File: src/rtl/mpa_pkg.sv
package mpa_pkg;

    typedef enum logic [1:0] {
        OWN_IDLE  = 2'd0,
        OWN_FETCH = 2'd1,
        OWN_LOAD  = 2'd2,
        OWN_STORE = 2'd3
    } port_owner_e;

    function automatic logic owner_is_data(input port_owner_e o);
        return (o == OWN_LOAD) || (o == OWN_STORE);
    endfunction

endpackage

File: src/rtl/mpa_port_mux.sv
module mpa_port_mux
    import mpa_pkg::*;
#(
    parameter int ADDR_W = 32,
    parameter int DATA_W = 32
) (
    input  logic              mem_rd,
    input  logic              mem_wr,
    input  logic [ADDR_W-1:0] mem_addr,
    input  logic [DATA_W-1:0] mem_wdata,
    input  logic              if_req,
    input  logic [ADDR_W-1:0] if_addr,
    output port_owner_e       owner,
    output logic [ADDR_W-1:0] port_addr,
    output logic [DATA_W-1:0] port_wdata,
    output logic              port_en,
    output logic              port_we
);

    // Ownership: store beats load, any data access beats fetch.
    always_comb begin
        if (mem_wr)       owner = OWN_STORE;
        else if (mem_rd)  owner = OWN_LOAD;
        else if (if_req)  owner = OWN_FETCH;
        else              owner = OWN_IDLE;
    end

    always_comb begin
        port_addr  = '0;
        port_wdata = '0;
        port_en    = 1'b0;
        port_we    = 1'b0;
        unique case (owner)
            OWN_STORE: begin
                port_addr  = mem_addr;
                port_wdata = mem_wdata;
                port_en    = 1'b1;
                port_we    = 1'b1;
            end
            OWN_LOAD: begin
                port_addr = mem_addr;
                port_en   = 1'b1;
            end
            OWN_FETCH: begin
                port_addr = if_addr;
                port_en   = 1'b1;
            end
            default: ;
        endcase
    end

endmodule

File: src/rtl/mpa_slot_tracker.sv
module mpa_slot_tracker #(
    parameter int STAGES = 4
) (
    input  logic              clk,
    input  logic              rst_n,
    input  logic              inject,
    output logic [STAGES-1:0] vacant
);

    typedef struct packed {
        logic [STAGES-1:0] slot;
    } trk_state_t;

    trk_state_t st_d, st_q;

    always_comb begin
        st_d         = st_q;
        st_d.slot[0] = inject;
        for (int i = 1; i < STAGES; i++) begin
            st_d.slot[i] = st_q.slot[i-1];
        end
    end

    always_ff @(posedge clk or negedge rst_n) begin
        if (!rst_n) st_q <= '0;
        else        st_q <= st_d;
    end

    assign vacant = st_q.slot;


    head_set_chk: assert property (@(posedge clk) disable iff (!rst_n)
        inject |=> vacant[0]);


    head_clear_chk: assert property (@(posedge clk) disable iff (!rst_n)
        !inject |=> !vacant[0]);

    for (genvar g = 1; g < STAGES; g++) begin : g_stage_chk

        slot_advance_chk: assert property (@(posedge clk) disable iff (!rst_n)
            vacant[g-1] |=> vacant[g]);


        slot_no_spawn_chk: assert property (@(posedge clk) disable iff (!rst_n)
            !vacant[g-1] |=> !vacant[g]);
    end

endmodule

File: src/rtl/mem_port_arb.sv
module mem_port_arb
    import mpa_pkg::*;
#(
    parameter int ADDR_W = 32,
    parameter int DATA_W = 32,
    parameter int STAGES = 4
) (
    input  logic              clk,
    input  logic              rst_n,
    input  logic              mem_rd,
    input  logic              mem_wr,
    input  logic [ADDR_W-1:0] mem_addr,
    input  logic [DATA_W-1:0] mem_wdata,
    input  logic              if_req,
    input  logic [ADDR_W-1:0] if_addr,
    output logic [ADDR_W-1:0] port_addr,
    output logic              port_en,
    output logic              port_we,
    output logic [DATA_W-1:0] port_wdata,
    output logic              front_hold,
    output logic [STAGES-1:0] bubble_at
);

    port_owner_e owner;
    logic        fetch_lost;

    mpa_port_mux #(
        .ADDR_W (ADDR_W),
        .DATA_W (DATA_W)
    ) u_mux (
        .mem_rd     (mem_rd),
        .mem_wr     (mem_wr),
        .mem_addr   (mem_addr),
        .mem_wdata  (mem_wdata),
        .if_req     (if_req),
        .if_addr    (if_addr),
        .owner      (owner),
        .port_addr  (port_addr),
        .port_wdata (port_wdata),
        .port_en    (port_en),
        .port_we    (port_we)
    );

    // A fetch is lost only when one was wanted and the data side owns the port.
    always_comb fetch_lost = owner_is_data(owner) && if_req;

    assign front_hold = fetch_lost;

    mpa_slot_tracker #(
        .STAGES (STAGES)
    ) u_trk (
        .clk    (clk),
        .rst_n  (rst_n),
        .inject (fetch_lost),
        .vacant (bubble_at)
    );


    data_claim_chk: assert property (@(posedge clk) disable iff (!rst_n)
        (mem_rd || mem_wr) |-> (port_en && port_addr == mem_addr));


    store_write_chk: assert property (@(posedge clk) disable iff (!rst_n)
        mem_wr |-> (port_we && port_wdata == mem_wdata));


    load_read_chk: assert property (@(posedge clk) disable iff (!rst_n)
        !mem_wr |-> (!port_we && port_wdata == '0));


    fetch_serve_chk: assert property (@(posedge clk) disable iff (!rst_n)
        (!mem_rd && !mem_wr && if_req) |->
            (port_en && !port_we && port_addr == if_addr && !front_hold));


    idle_port_chk: assert property (@(posedge clk) disable iff (!rst_n)
        (!mem_rd && !mem_wr && !if_req) |-> (!port_en && !port_we));


    hold_cause_chk: assert property (@(posedge clk) disable iff (!rst_n)
        front_hold |-> ((mem_rd || mem_wr) && if_req && port_addr == mem_addr));


    hold_bubble_chk: assert property (@(posedge clk) disable iff (!rst_n)
        front_hold |=> bubble_at[0]);

endmodule

File: config.mk
export PLATFORM = sky130hd
export DESIGN_NAME = mem_port_arb
export DESIGN_NICKNAME = d
export VERILOG_FILES = /design/src/rtl/mpa_pkg.sv /design/src/rtl/mpa_port_mux.sv /design/src/rtl/mpa_slot_tracker.sv /design/src/rtl/mem_port_arb.sv
export SDC_FILE = /design/constraint.sdc
export NUM_CORES = 1
export LEC_CHECK = 0
export BUFFER_PORTS_ARGS = -buffer_cell sky130_fd_sc_hd__buf_2
export CORE_AREA = 2 2 67 69
export DETAILED_ROUTE_END_ITERATION = 6
export DIE_AREA = 0 0 69 71
export PLACE_DENSITY = 0.84
export RECOVER_POWER = 25
export SETUP_SLACK_MARGIN = 0.3
export SYNTH_ARGS = -nofsm -noshare
export SYNTH_HDL_FRONTEND = slang
export SYNTH_HIERARCHICAL = 1
export SYNTH_SLANG_ARGS = --single-unit
File: constraint.sdc
create_clock -name clk -period 1.55 [get_ports clk]
set_input_delay 0.0775 -clock clk [delete_from_list [all_inputs] [get_ports clk]]
set_output_delay 0.0775 -clock clk [all_outputs]
set_load 0.05 [all_outputs]
==> reports/metrics.csv <==
stage,metric,value,unit
outcome,outcome,"finished, final reports clean",
critical_path,worst-path-buf-inv,3,
layout,antenna_cells,0,
floorplanning,num_io_pins,172,
job,drv_cap,0,
power,combPwrFrac,0.732,
critical_path,critPathArrivalTime,1100,ps
sta,finalSetupTns,0,ps
critical_path,end_kind,primary output,
critical_path,worstPathRequired,1470,ps
cts,cts_tree,done,
layout,multi_input_area,772,um2
critical_path,max_stage_delay,380,ps
global_routing,grt_first_pass_wirelength,7160,um
synth,synthesis.nets,255,
power,p_per_area,639,mW/mm2
layout,syn_to_final_growth,92.1,%
sta,setup_viol,0,
route,vias,1670,
sta,holdWs,253,ps
sta,hold_viol,0,
sta,fmax,846,MHz
critical_path,critPathSlowestCell,o21ai_0,
layout,largest_reg_flops,4,
critical_path,timing.rr.end,u_trk/vacant[2],
critical_path,crit_family,buffers and inverters,
critical_path,critPathMaxFanout,44,
route,drc,0,
critical_path,path_class,in -> out,
sta,tightest_slew,655,ps
critical_path,path_cells,buf_2 -> buf_4 -> o21ai_0 -> o21ai_2 -> buf_4,
placed_design,port_buffers,171,
sta,skew,2.45,ps
global_routing,antenna_found_initial,0,
floorplanning,die_h,71,um
power,pwr-share-clk,0.175,
route,wl_per_cell,12.1,um
route,first_pass_iters,4,
route,ant_nets,0,
worst_hold_path,min_path_type,in -> async,
floorplanning,die_area,0.00490,mm2
power,internal-power,0.549,mW
critical_path,path_common_cell,buf_4,
floorplanning,rows,24,
route,via_per_inst,4.55,
placed_design,hpwl,3480,um
cts,cts_sinks,4,
layout,final_layout_size_suffix_gt1_frac,0.632,
power,leakagePower,1.06,nW
floorplanning,dieWidth,69,um
critical_path,r2r-start,u_trk/vacant[1],
sta,fin_crit,1180,ps
synth,ys_warn_count,6,
critical_path,r2r_cells,0,
sta,worst_slack,368,ps
sta,slew_viol_final,0,
layout,fill_cells,435,
route,drt_wl_total,4450,um
critical_path,cp-start-kind,input port,
sta,rsz0062_at_grt,no,
power,swShare,0.556,
sta,slew_headroom,0.565,
global_routing,grt_pass1_vias,1609,
critical_path,r2r_slack,1030,ps
synth,avgSynthCellArea,6.54,um2
cts,clk_pin_slew,30,ps
placed_design,place_ws,267,ps
route,drt_iter0_drc,63,
synth,syn_inst,154,
cts,cts_buffer_depth,2,
global_routing,grt_usage,0.168,
global_routing,grt_max_degree,45,
power,sequentialPowerShare,0.094,
layout,regArea,100,um2
cts,cts_max_level,1,
layout,fin_cells,367,
cts,numCtsBuffers,3,
floorplanning,initial_core_util,0.240,
synth,synth_area,0.00101,mm2
placed_design,place_congestion,0.730,
cts,root_buffer,clkbuf_8,
floorplanning,core,0.00420,mm2
cts,clock_latency,220,ps
cts,postCtsSetupBuffers,0,
power,p_sw,0.687,mW
sta,period_share,0.762,
power,ir_worst_vdd,0.244,mV
power,totalPowerFinal,1.24,mW
layout,fin_nets,418,
placed_design,dp.cells,363,
global_routing,gr-total-overflow,0,
## placed cells by master (no fill, tap or decap), types with 2 or more instances in the layout
cell type  count
and2_1        33
buf_2        135
buf_4         28
clkbuf_1      11
clkbuf_8       3
dfrtp_1        4
nand2_1       32
o21ai_0       32
o21ai_1        2
o21ai_2       30
## through the flow
stage / utilization / area [um2]
after global routing: 0.460 / 1930
final: 0.460 / 1930
after CTS: 0.462 / 1940
after detailed placement: 0.435 / 1830
after global placement: 0.435 / 1830
after floorplan: - / 1010
## layout make-up
type	count	share of cell area
clock buffer	3	0.0213
multi-input combinational	131	0.399
timing repair buffer	177	0.494
sequential	4	0.0517
tap	52	0.0336
## metal layers
layer / up-vias / track usage / routed length, um
li1: 844 / - / -
met2: 90 / 0.332 / 2310
met4: 0 / 0.0327 / 26
met1: 732 / 0.182 / 1700
met5: - / 0 / 0
met3: 4 / 0.0399 / 412
## power groups by stage
stage | Sequential (mW) | Clock (mW) | Combinational (mW)
finish | 0.116 | 0.216 | 0.904
global placement | 0.115 | 0 | 0.863
floorplan | 0.140 | 0 | 0.615
detailed placement | 0.116 | 0 | 0.875
global route | 0.116 | 0.235 | 0.955
CTS | 0.115 | 0.224 | 0.911
## how the worst max path moves through the flow
stage,cells after the start,from,endpoint,slack [ps]
after floorplan,3,mem_wr,port_addr[26],300
after global placement,5,mem_wr,port_addr[0],290
after detailed placement,5,mem_wr,port_addr[31],270
after CTS,5,mem_wr,port_addr[31],320
after global routing,5,mem_wr,port_addr[26],320
final,5,mem_wr,port_addr[27],370
## what timing repair did
item / in CTS / in global routing
resized for setup: 24 / 2
endpoints found under the setup margin: 24 / 21
endpoints found under the hold margin: 4 / 0
gates cloned: 0 / 0
hold buffers: 1 / 0
Power figures use the tool's default switching activity.
